**src/rtl/ivt_pkg.sv**
```systemverilog
package ivt_pkg;

    typedef enum logic [2:0] {
        MD_TC_INT    = 3'd0,
        MD_ONE_SHOT  = 3'd1,
        MD_RATE      = 3'd2,
        MD_SQUARE    = 3'd3,
        MD_SW_STROBE = 3'd4,
        MD_HW_STROBE = 3'd5
    } ivt_mode_e;

    // codes 6 and 7 fold onto the periodic modes
    function automatic ivt_mode_e ivt_norm_mode(input logic [2:0] raw);
        if (raw[2:1] == 2'b11) return ivt_mode_e'({1'b0, raw[1:0]});
        return ivt_mode_e'(raw);
    endfunction

endpackage

```
**src/rtl/ivt_gate_sense.sv**
```systemverilog
module ivt_gate_sense (
    input  logic clk,
    input  logic rst_n,
    input  logic gate,
    output logic gate_rise
);
    logic gate_d, gate_q;

    always_comb gate_d = gate;

    always_ff @(posedge clk) begin
        if (!rst_n) gate_q <= 1'b0;
        else        gate_q <= gate_d;
    end

    assign gate_rise = gate & ~gate_q;

endmodule

```
**src/rtl/ivt_mode_decode.sv**
```systemverilog
module ivt_mode_decode
    import ivt_pkg::*;
(
    input  logic [2:0] mode_raw,
    output ivt_mode_e  mode_eff,
    output logic       gate_pauses,
    output logic       gate_retrig,
    output logic       periodic
);
    always_comb begin
        mode_eff    = ivt_norm_mode(mode_raw);
        gate_pauses = 1'b0;
        gate_retrig = 1'b0;
        periodic    = 1'b0;
        case (mode_eff)
            MD_TC_INT, MD_SW_STROBE: gate_pauses = 1'b1;
            MD_ONE_SHOT, MD_HW_STROBE: gate_retrig = 1'b1;
            MD_RATE, MD_SQUARE: begin
                gate_pauses = 1'b1;
                gate_retrig = 1'b1;
                periodic    = 1'b1;
            end
            default: ;
        endcase
    end

endmodule

```
**src/rtl/ivt_channel.sv**
```systemverilog
module ivt_channel
    import ivt_pkg::*;
#(
    parameter int CNT_W = 16
) (
    input  logic             clk,
    input  logic             rst_n,
    input  logic             tick,
    input  logic             gate,
    input  logic             load,
    input  logic [CNT_W-1:0] load_val,
    input  logic [2:0]       mode,
    input  logic             snap_req,
    output logic [CNT_W-1:0] count,
    output logic             out,
    output logic             null_cnt,
    output logic [CNT_W-1:0] snap
);
    localparam logic [CNT_W-1:0] ONE  = CNT_W'(1);
    localparam logic [CNT_W-1:0] TWO  = CNT_W'(2);
    localparam logic [CNT_W-1:0] ZERO = '0;

    typedef struct packed {
        logic [CNT_W-1:0] cnt;
        logic [CNT_W-1:0] reload;
        logic [CNT_W-1:0] snap;
        logic [2:0]       mode;
        logic             out;
        logic             nul;
        logic             done;
        logic             armed;
    } ivt_state_t;

    ivt_state_t st_d, st_q;

    logic      gate_rise;
    ivt_mode_e cur_mode;
    logic      cur_pauses, cur_retrig, cur_periodic;
    ivt_mode_e ld_mode;
    logic [CNT_W-1:0] start_val;

    ivt_gate_sense u_gate (
        .clk       (clk),
        .rst_n     (rst_n),
        .gate      (gate),
        .gate_rise (gate_rise)
    );

    ivt_mode_decode u_dec (
        .mode_raw    (st_q.mode),
        .mode_eff    (cur_mode),
        .gate_pauses (cur_pauses),
        .gate_retrig (cur_retrig),
        .periodic    (cur_periodic)
    );

    always_comb begin
        ld_mode   = ivt_norm_mode(mode);
        start_val = (cur_mode == MD_SQUARE) ? {st_q.reload[CNT_W-1:1], 1'b0}
                                            : st_q.reload;
    end

    always_comb begin
        st_d = st_q;
        if (snap_req) st_d.snap = st_q.cnt;
        if (load) begin
            st_d.mode   = mode;
            st_d.reload = load_val;
            st_d.cnt    = (ld_mode == MD_SQUARE) ? {load_val[CNT_W-1:1], 1'b0}
                                                 : load_val;
            st_d.armed  = 1'b1;
            st_d.nul    = 1'b1;
            st_d.done   = 1'b0;
            st_d.out    = !(ld_mode == MD_TC_INT || ld_mode == MD_ONE_SHOT);
        end else if (st_q.armed) begin
            if (tick) st_d.nul = 1'b0;
            if (gate_rise && cur_retrig) begin
                st_d.cnt  = start_val;
                st_d.done = 1'b0;
                st_d.out  = (cur_mode != MD_ONE_SHOT);
            end else if (cur_periodic && !gate) begin
                st_d.out = 1'b1;
            end else if (tick && !(cur_pauses && !gate)) begin
                case (cur_mode)
                    MD_TC_INT, MD_ONE_SHOT: begin
                        st_d.cnt = st_q.cnt - ONE;
                        if (st_q.cnt == ONE && !st_q.done) begin
                            st_d.out  = 1'b1;
                            st_d.done = 1'b1;
                        end
                    end
                    MD_SW_STROBE, MD_HW_STROBE: begin
                        st_d.cnt = st_q.cnt - ONE;
                        st_d.out = 1'b1;
                        if (st_q.cnt == ONE && !st_q.done) begin
                            st_d.out  = 1'b0;
                            st_d.done = 1'b1;
                        end
                    end
                    MD_RATE: begin
                        if (st_q.cnt == ONE) begin
                            st_d.cnt = st_q.reload;
                            st_d.out = 1'b1;
                        end else begin
                            st_d.cnt = st_q.cnt - ONE;
                            st_d.out = (st_q.cnt != TWO);
                        end
                    end
                    MD_SQUARE: begin
                        if (st_q.cnt == TWO) begin
                            st_d.cnt = start_val;
                            st_d.out = ~st_q.out;
                        end else begin
                            st_d.cnt = st_q.cnt - TWO;
                        end
                    end
                    default: ;
                endcase
            end
        end
    end

    always_ff @(posedge clk) begin
        if (!rst_n) begin
            st_q.cnt    <= ZERO;
            st_q.reload <= ZERO;
            st_q.snap   <= ZERO;
            st_q.mode   <= 3'd0;
            st_q.out    <= 1'b0;
            st_q.nul    <= 1'b0;
            st_q.done   <= 1'b0;
            st_q.armed  <= 1'b0;
        end else begin
            st_q <= st_d;
        end
    end

    assign count    = st_q.cnt;
    assign out      = st_q.out;
    assign null_cnt = st_q.nul;
    assign snap     = st_q.snap;

    // written value reaches the counter (non-square modes)
    p_load_value_r1: assert property (@(posedge clk) disable iff (!rst_n)
        (load && mode[1:0] != 2'b11) |=> (count == $past(load_val)));

    // binary wrap with no reload in mode 0
    p_wrap_r3: assert property (@(posedge clk) disable iff (!rst_n)
        (st_q.armed && cur_mode == MD_TC_INT && tick && gate && !load && count == ZERO)
        |=> (count == {CNT_W{1'b1}}));

    // gate low freezes the count in modes 0 and 4
    p_gate_hold_r8: assert property (@(posedge clk) disable iff (!rst_n)
        (st_q.armed && (cur_mode == MD_TC_INT || cur_mode == MD_SW_STROBE)
         && !gate && !load) |=> $stable(count));

    // periodic modes with gate low drive OUT high
    p_gate_out_high_r10: assert property (@(posedge clk) disable iff (!rst_n)
        (st_q.armed && cur_periodic && !gate && !load) |=> out);

    // load sets the flag, a tick clears it
    p_null_set_r12: assert property (@(posedge clk) disable iff (!rst_n)
        load |=> null_cnt);
    p_null_clear_r12: assert property (@(posedge clk) disable iff (!rst_n)
        (null_cnt && tick && !load) |=> !null_cnt);

endmodule

```
**config.mk**
```make
export PLATFORM = sky130hd
export DESIGN_NAME = ivt_channel
export DESIGN_NICKNAME = d
export VERILOG_FILES = /design/src/rtl/ivt_pkg.sv /design/src/rtl/ivt_gate_sense.sv /design/src/rtl/ivt_mode_decode.sv /design/src/rtl/ivt_channel.sv
export SDC_FILE = /design/constraint.sdc
export NUM_CORES = 1
export LEC_CHECK = 0
export ABC_AREA = 1
export BUFFER_PORTS_ARGS = -buffer_cell sky130_fd_sc_hd__buf_2
export CAP_MARGIN = 15
export CORE_AREA = 4 4 89 175
export DETAILED_ROUTE_END_ITERATION = 10
export DIE_AREA = 0 0 93 179
export GPL_TIMING_DRIVEN = 0
export PLACE_DENSITY = 0.48
export SLEW_MARGIN = 20
export SYNTH_ARGS = -nofsm -noshare
export SYNTH_HDL_FRONTEND = slang
export SYNTH_HIERARCHICAL = 1
export SYNTH_SLANG_ARGS = --single-unit
```
**constraint.sdc**
```tcl
create_clock -name clk -period 4.3 [get_ports clk]
set_input_delay 0.86 -clock clk [delete_from_list [all_inputs] [get_ports clk]]
set_output_delay 0.86 -clock clk [all_outputs]
set_load 0.05 [all_outputs]
```
==> results of run 1 <==
flip-flops by register name, indices dropped and copies added, names as in the netlist:
register and cells:
count 16, null_cnt 1, out 1, snap 16, st_q 21, u_gate/gate_q 1
cell type report:
cell class	count	share of cell area, %
tap	192	4.903
sequential	56	22.88
multi-input combinational	468	49.11
inverter	75	5.746
clock buffer	7	3.115
timing repair buffer	58	5.924
buffer	64	8.325
final timing paths:
| path | end | slack [ns] |
|---|---|---|
| min | null_cnt | 0.46 |
| max | count[13] | 1.74 |
| max reg2reg | count[13] | 1.74 |
| min reg2reg | null_cnt | 0.46 |
critical path, delay by kind of cell (launching register included):
family,cells,cell delay (ns)
buffers and inverters,5,1.24
AND/OR/NAND/NOR,4,0.57
flip-flops,1,0.35
adder cells (fa/ha/maj),1,0.20
AO/OA/AOI/OAI,1,0.06
logic make-up (layout without fill, tap and decap cells):
family	Yosys count	after routing	synth area share [%]
xor gates and xnor gates	8	8	1.662
buffers and inverters	139	204	16.35
AOI/OAI and AO/OA	131	131	18.49
and+or+nand+nor	321	321	34.54
adders and majority gates	8	8	2.374
DFF	56	56	26.59
cells in the final DEF (no fill, tap or decap), drive strengths merged:
master | synthesis | layout
a31oi | 1 | 1
a41oi | 2 | 2
buf | 45 | 103
xor2 | 6 | 6
o211ai | 7 | 7
o22ai | 16 | 16
o31ai | 15 | 15
o21bai | 1 | 1
o21ai | 47 | 47
nand3 | 81 | 81
nor2 | 68 | 68
nor3 | 3 | 3
xnor2 | 2 | 2
dfxtp | 56 | 56
ha | 8 | 8
a21oi | 41 | 41
nand2 | 169 | 169
clkbuf | 19 | 26
inv | 75 | 75
a211oi | 1 | 1
stage by stage:
step                utilization, %  cells  setup slack [ns]
floorplan                        -    663             2.305
finish                       34.33    920             1.736
global placement             33.26    913             1.729
CTS                          34.33    920             1.743
global route                 34.33    920             1.539
detailed placement           33.26    913             1.713
Yosys cell counts:
cell	count	area, sq um
a31oi_1	1	6.260
nor3_2	1	10.01
nand2_2	6	37.54
inv_2	3	11.26
dfxtp_1	56	1121
buf_6	4	45.04
clkbuf_1	19	71.32
xnor2_1	2	17.52
a21oi_1	34	170.2
o31ai_1	15	112.6
nand3_1	79	395.4
ha_1	8	100.1
o22ai_1	16	100.1
o211ai_2	1	12.51
inv_1	72	270.3
o21ai_0	46	230.2
nor2_2	3	18.77
nand3_2	1	10.01
nand3_4	1	17.52
nor3_1	2	10.01
xor2_1	6	52.55
a41oi_1	2	17.52
buf_1	1	3.750
a211oi_1	1	7.510
buf_4	35	262.8
nand2_4	4	45.04
o211ai_1	6	45.04
nor2_1	59	221.5
a21oi_2	7	61.31
buf_2	5	25.02
o21bai_1	1	7.510
o21ai_2	1	8.760
nor2_4	3	33.78
nand2_1	159	596.8
nor2_8	3	60.06
power by group:
group / internal, mW / switching [mW] / total (mW)
Clock: 0.246 / 0.207 / 0.453
Sequential: 0.560 / 0.0518 / 0.612
Combinational: 0.218 / 0.478 / 0.696
Total: 1.02 / 0.737 / 1.76
metal layers:
layer  share of wire (%)  routed length (um)
met4                 2.7                 401
met3                 2.5                 369
met1                  37                5535
met5                   0                   0
met2                  57                8458
==> flow_summary.toml, run 1 <==
[run_status]
status = "finished clean"

[route]
firstDrtPassIters = 5
avgViaCountPerCell = 4.782
ant_nets = 0
vias = 4399
drt-initial-drc-count = 351
drt-total-wl_um = 14770
drcViolationCount = 0
routedWlPerCell_um = 16.05

[critical_path]
crit_path_start_kind = "register"
cp_slowest_stage_delay_ns = 0.49
cp.arrival_ns = 2.76
cp-startpoint = "st_q[5]"
crit_slowest_cell = "clkbuf_1"
r2r-start = "st_q[5]"
cpMostUsedCell = "inv_1"
worstRegToRegCells = 11
crit_path_cell_trace = "nor2_1, inv_1, ha_1, clkbuf_1, inv_1, clkbuf_1, nand3_1, nand2_1, inv_1, nand2_1, a21oi_1"
critPathMaxFanout = 10
critPathRequiredTime_ns = 4.50
cp-end-kind = "register"
critical_path_class = "register to register"

[layout]
design_area_sq_um = 4900
drive_gt1_share_pct = 19.64
antennaDiodeCount = 0
seq_area_sq_um = 1121
fin_nets = 761
syn_to_final_growth_pct = 16.20
n_fill_cell = 1628
multi_input_comb_area_sq_um = 2406

[grt]
grt_pass1_wl_um = 23230
grt.busiest_layer = "met2"
use_met1_pct = 18.22
antenna_found_initial = 0
grt.overflow.total = 0
grtUsageMet2_pct = 36.77
grt_use_met3_pct = 1.470
grt_max_degree = 16
track_usage_pct = 17.96
grt_pass1_vias = 4384

[power_and_ir_drop]
ir_drop_v = 0.0001498
p_total_mw = 1.761
p_leak_nw = 2.427
power.density_nw_per_um2 = 359.4

[run]
max_cap_viol_count = 0

[floorplanning]
die-height_um = 179
core_region_area_sq_um = 14270
io_pins = 59
fp.dieW_um = 93
dieArea_sq_um = 16650
rows = 62
start_util_pct = 29.54

[synthesis]
ys_types = 35
yosysWarnings = 6
netlist_area_sq_um = 4217
yosysSeqAreaShare_pct = 26.59
syn_inst = 663
synth_seq_cells = 56
synth.avg_cell_area_sq_um = 6.360
syn_nets = 696

[placement]
io_buffers = 58
placed_cell_area_sq_um = 4747
place_congestion = 0.9002
dp_hpwl_um = 11890

[sta]
period_share_pct = 59.63
slew_headroom_pct = 52.56
fin_worst_skew_ns = 0.01079
holdWs_ns = 0.4646
final_hold_viol_count = 0
layout_min_cycle_time_ns = 2.564
fmax_mhz = 390.0
rsz0062_at_grt = "no"
worst-slew-pin-transition_ns = 0.7116
report.final.slew_viol_count = 0
setup-tns-final_ns = 0
setup_viol = 0

[cts]
cts_resized = 0
post_cts_buffers = 0
cts_num_sinks = 56
cts_root_buf = "clkbuf_16"
insertion_delay_ns = 0.31
ctsHoldBuffers = 0
cts_buffer_depth = 2
cts_buffers = 5
htreeDepth = 2
clk_pin_slew_ns = 0.08
cts_tree = "done"

[min_path]
min_from = "null_cnt"
hold_path_class = "register to register"
hold_path_depth = 2
No activity file was read; power rests on OpenSTA's default activity.
==> inputs of run 2 (changes only) <==
--- a/config.mk
+++ b/config.mk
@@ -12,7 +12,7 @@
 export DETAILED_ROUTE_END_ITERATION = 10
 export DIE_AREA = 0 0 93 179
 export GPL_TIMING_DRIVEN = 0
-export PLACE_DENSITY = 0.48
+export PLACE_DENSITY = 0.49
 export SLEW_MARGIN = 20
 export SYNTH_ARGS = -nofsm -noshare
 export SYNTH_HDL_FRONTEND = slang
==> constraint.sdc (replaced) <==
create_clock -name clk -period 2.3 [get_ports clk]
set_input_delay 0.46 -clock clk [delete_from_list [all_inputs] [get_ports clk]]
set_output_delay 0.46 -clock clk [all_outputs]
set_load 0.05 [all_outputs]
==> run 2 against run 1 <==
Sequential power rose by 88%; sequential share of layout area fell by 0.12 points; worst hold slack got worse by 0.10 ns; combinational power rose by 88%; critical endpoint is now count[8].
==> flow_summary.toml, run 2 (same netlist as run 1, synthesis figures left out) <==
[route]
vias = 4441
routedWlPerCell_um = 15.96
avgViaCountPerCell = 4.806
ant_nets = 0
drt-total-wl_um = 14750
drcViolationCount = 0
firstDrtPassIters = 7
drt-initial-drc-count = 266

[floorplanning]
die-height_um = 179
core_region_area_sq_um = 14270
fp.dieW_um = 93
rows = 62
start_util_pct = 29.54
dieArea_sq_um = 16650
io_pins = 59

[critical_path]
worstRegToRegCells = 11
r2r-start = "count[0]"
cp.arrival_ns = 2.38
worstPathBufferInverterCount = 2
cp-end-kind = "register"
cpLargestDelayFamily = "simple AND/OR/NAND/NOR gates"
crit_path_start_kind = "register"
critPathMaxFanout = 7
r2r_slack_ns = 0.11
crit_slowest_cell = "dfxtp_1"
cpMostUsedCell = "nand2_1"
cp_slowest_stage_delay_ns = 0.59
worstReg2RegEnd = "count[8]"
critical_path_class = "register to register"
crit_path_cell_trace = "clkinvlp_4, buf_4, ha_1, nand2_1, nor2_2, xor2_1, nand2_1, nand2_1, nand3_1, nand2_1, a21oi_1"
critPathRequiredTime_ns = 2.49

[sta]
worst-slew-pin-transition_ns = 0.7458
report.final.slew_viol_count = 0
setup_viol = 0
final_hold_viol_count = 0
rsz0062_at_grt = "yes"
fmax_mhz = 456.6
fin_worst_skew_ns = 0.01194
layout_min_cycle_time_ns = 2.190
slew_headroom_pct = 50.28
setup-tns-final_ns = 0
period_share_pct = 95.23

[cts]
cts_buffers = 5
htreeDepth = 2
cts_root_buf = "clkbuf_16"
clk_pin_slew_ns = 0.07
ctsHoldBuffers = 0
insertion_delay_ns = 0.31
cts_tree = "done"
cts_num_sinks = 56
cts_buffer_depth = 2

[layout]
syn_to_final_growth_pct = 16.80
antennaDiodeCount = 0
largest_reg_flops = 21
top_register = "st_q"
instances_no_fill = 924
drive_gt1_share_pct = 20.49
fin_nets = 764
layout_common_cells = "159 x nand2_1, 79 x nand3_1, 70 x inv_1"
layout_commonest_cell = "nand2_1"
design_area_sq_um = 4925

[grt]
antenna_found_initial = 0
grt_pass1_wl_um = 23070
grt.overflow.total = 0
track_usage_pct = 17.89
grt_max_degree = 16
grt_pass1_vias = 4392

[placement]
io_buffers = 58
place_congestion = 0.9129
dp_cells = 913
placed_cell_area_sq_um = 4747
dp_hpwl_um = 11920

[power_and_ir_drop]
ir_drop_v = 0.0002618
p_leak_nw = 2.438
power.density_nw_per_um2 = 666.4

[min_path]
hold_path_class = "input pin to register"
hold_end = "u_gate/gate_q"
hold_path_depth = 3
min_from = "rst_n"

[run_status]
status = "finished clean"

[run]
max_cap_viol_count = 0
-- run 2: power breakdown --
part	total [mW]	internal (mW)	switching, mW
combinational	1.31	0.415	0.894
sequential	1.15	1.05	0.0980
clock	0.827	0.438	0.389
total	3.28	1.90	1.38
-- run 2: final cells by class --
cell class	instances	area, sq um
tap	192	240.2
buffer	64	410.4
sequential	56	1121
multi-input combinational	468	2409
fill	1642	9349
clock buffer	8	146.4
inverter	75	285.3
timing repair buffer	61	312.8
-- run 2: through the flow --
stage	setup WS [ns]	power [mW]	hold slack (ns)	util [%]
6_report	0.1097	3.282	0.3607	34.50
5_1_grt	-0.01450	3.461	0.3796	34.50
4_1_cts	0.02517	3.293	0.3589	34.29
3_5_place_dp	-0.2412	2.464	0.4586	33.26
3_3_place_gp	-0.2268	2.455	0.4559	33.26
2_1_floorplan	0.4669	2.136	0.4392	-
-- run 2: routing by layer --
layer | up-vias | wire length [um] | global-route usage, %
li1 | 2271 | - | -
met1 | 2036 | 5525 | 17.95
met2 | 110 | 8400 | 36.32
met3 | 24 | 463 | 2.016
met4 | 0 | 359 | 6.850
met5 | - | 0 | 0
-- run 2: repair_timing --
item / 4_1_cts / 5_1_grt
resized for setup: 2 / 4
setup buffers: 0 / 3
gates cloned: 0 / 0
endpoints found under the setup margin: 10 / 12
-- run 2: worst register-to-register path: cells and delay by family, from the launching register on --
kind | cells | cell delay (ns)
xor gates and xnor gates | 1 | 0.20
buffers and inverters | 2 | 0.42
adders and majority gates | 1 | 0.22
DFF | 1 | 0.59
and+or+nand+nor | 6 | 0.61
AOI/OAI and AO/OA | 1 | 0.05
-- run 2: worst max path at each step --
stage,start,endpoint,cells after the start
6_report,count[0],count[8],11
3_3_place_gp,st_q[5],count[13],11
3_5_place_dp,st_q[5],count[13],11
4_1_cts,count[0],count[3],10
2_1_floorplan,st_q[5],count[13],11
5_1_grt,st_q[5],count[0],8
==> inputs of run 3 (changes only) <==
--- a/config.mk
+++ b/config.mk
@@ -8,11 +8,11 @@
 export ABC_AREA = 1
 export BUFFER_PORTS_ARGS = -buffer_cell sky130_fd_sc_hd__buf_2
 export CAP_MARGIN = 15
-export CORE_AREA = 4 4 89 175
+export CORE_AREA = 4 4 76 149
 export DETAILED_ROUTE_END_ITERATION = 10
-export DIE_AREA = 0 0 93 179
+export DIE_AREA = 0 0 80 153
 export GPL_TIMING_DRIVEN = 0
-export PLACE_DENSITY = 0.49
+export PLACE_DENSITY = 0.64
 export SLEW_MARGIN = 20
 export SYNTH_ARGS = -nofsm -noshare
 export SYNTH_HDL_FRONTEND = slang
==> run 3 against run 2 <==
Global-route usage is 4.2 points higher; utilization rose by 13 points; first-iteration DRC count up 39%; sequential share of layout area is 0.48 points higher; critical endpoint is now count[0]; final cell count down 6.6%; count of clock-buffer cells in the layout is the same; highest routed layer unchanged; worst setup slack improved by 0.078 ns; worst hold slack lost 0.011 ns; register-to-register slack better by 0.08 ns; final area down 2.1%; non-clock buffer count is 4 lower; critical path depth fell by 3.
==> flow_summary.toml, run 3 (same netlist as run 1, synthesis figures left out) <==
[run_status]
status = "finished clean"

[sta]
final_hold_viol_count = 0
slew_headroom_pct = 47.93
holdWs_ns = 0.3495
layout_min_cycle_time_ns = 2.113
fin_worst_skew_ns = 0.005686
worst-slew-pin-transition_ns = 0.7811
fmax_mhz = 473.4
setup_ws_ns = 0.1874
period_share_pct = 91.85
setup_viol = 0
rsz0062_at_grt = "no"
setup-tns-final_ns = 0
report.final.slew_viol_count = 0

[power_and_ir_drop]
p_int_mw = 1.892
switchingPower_mw = 1.350
p_leak_nw = 2.423
power.density_nw_per_um2 = 672.4
p_seq_share_pct = 35.3
ir_drop_v = 0.0003207
clkPwrFrac_pct = 24.8
swShare_pct = 41.64
combPwrFrac_pct = 39.9
p_total_mw = 3.242

[cts]
post_cts_buffers = 0
ctsHoldBuffers = 0
cts_resized = 1
cts_buffers = 5
insertion_delay_ns = 0.31
cts_tree = "done"
cts_buffer_depth = 2
cts_num_sinks = 56
clk_pin_slew_ns = 0.07
htreeDepth = 2
cts_root_buf = "clkbuf_16"

[run]
max_cap_viol_count = 0

[layout]
design_area_sq_um = 4822
layout_commonest_cell = "nand2_1"
largest_reg_flops = 21
drive_gt1_share_pct = 20.05
fin_nets = 760
instances_no_fill = 863
antennaDiodeCount = 0
layout_common_cells = "159 x nand2_1, 79 x nand3_1, 70 x inv_1"
top_register = "st_q"
syn_to_final_growth_pct = 14.36
final_util_pct = 47.51

[grt]
grt_pass1_wl_um = 21380
grt_pass1_vias = 4400
grt_max_degree = 16
antenna_found_initial = 0
grt.overflow.total = 0
track_usage_pct = 22.08

[placement]
place_congestion = 0.9099
dp_hpwl_um = 10640
placed_cell_area_sq_um = 4676
post-place-ws_ns = -0.1215
io_buffers = 58
dp_cells = 856

[critical_path]
worstRegToRegCells = 8
crit_path_start_kind = "register"
cp-end-kind = "register"
critPathRequiredTime_ns = 2.54
cp.arrival_ns = 2.35
critical_path_class = "register to register"
critPathMaxFanout = 10

[route]
drt-initial-drc-count = 371
avgViaCountPerCell = 5.180
drt-total-wl_um = 13350
routedWlPerCell_um = 15.47
drcViolationCount = 0
vias = 4470
firstDrtPassIters = 5
ant_nets = 0

[floorplanning]
core_region_area_sq_um = 10150
die-height_um = 153
rows = 52
start_util_pct = 41.54
fp.dieW_um = 80
dieArea_sq_um = 12240
io_pins = 59

[min_path]
hold_path_depth = 3
hold_path_class = "input pin to register"
-- run 3: cell count changes in the layout (fill, tap and decap cells not counted), sizes merged --
cell | previous run | this run
buf | 106 | 103
clkbuf | 27 | 26
clkinvlp | 1 | 0
inv | 74 | 75
-- run 3: power groups by stage --
stage,Clock (mW),Combinational [mW],Sequential [mW]
2_1_floorplan,0,0.991,1.14
3_3_place_gp,0,1.26,1.16
3_5_place_dp,0,1.28,1.16
4_1_cts,0.827,1.28,1.14
5_1_grt,0.847,1.42,1.15
6_report,0.804,1.29,1.14
-- run 3: area by class of cell --
type                       count  area, sq um
buffer                        63        405.4
clock buffer                   8        146.4
fill                        1133         5328
inverter                      75        281.5
multi-input combinational    468         2409
sequential                    56         1121
tap                          135        168.9
timing repair buffer          58        290.3
-- run 3: routing by layer --
metal / global-route usage (%) / vias up / wire length (um) / part of all wire, %
met1: 22.52 / 2037 / 4979 / 37
met5: 0 / - / 0 / 0
met3: 2.650 / 33 / 577 / 4.3
li1: - / 2260 / - / -
met2: 42.09 / 140 / 7242 / 54
met4: 11.04 / 0 / 553 / 4.1
-- run 3: worst max-delay path, cell delays in order (launching register included) --
cell and delay [ns]:
dfxtp_1 0.43, buf_4 0.15, inv_1 0.10, nor3_2 0.50, buf_2 0.37, o21ai_0 0.12, o21ai_0 0.18, nand2_1 0.08
a21oi_1 0.12
-- run 3: final timing paths --
kind         startpoint       endpoint  slack [ns]
min reg2reg    null_cnt       null_cnt        0.47
min               rst_n  u_gate/gate_q        0.35
max             st_q[5]       count[0]        0.19
max reg2reg     st_q[5]       count[0]        0.19
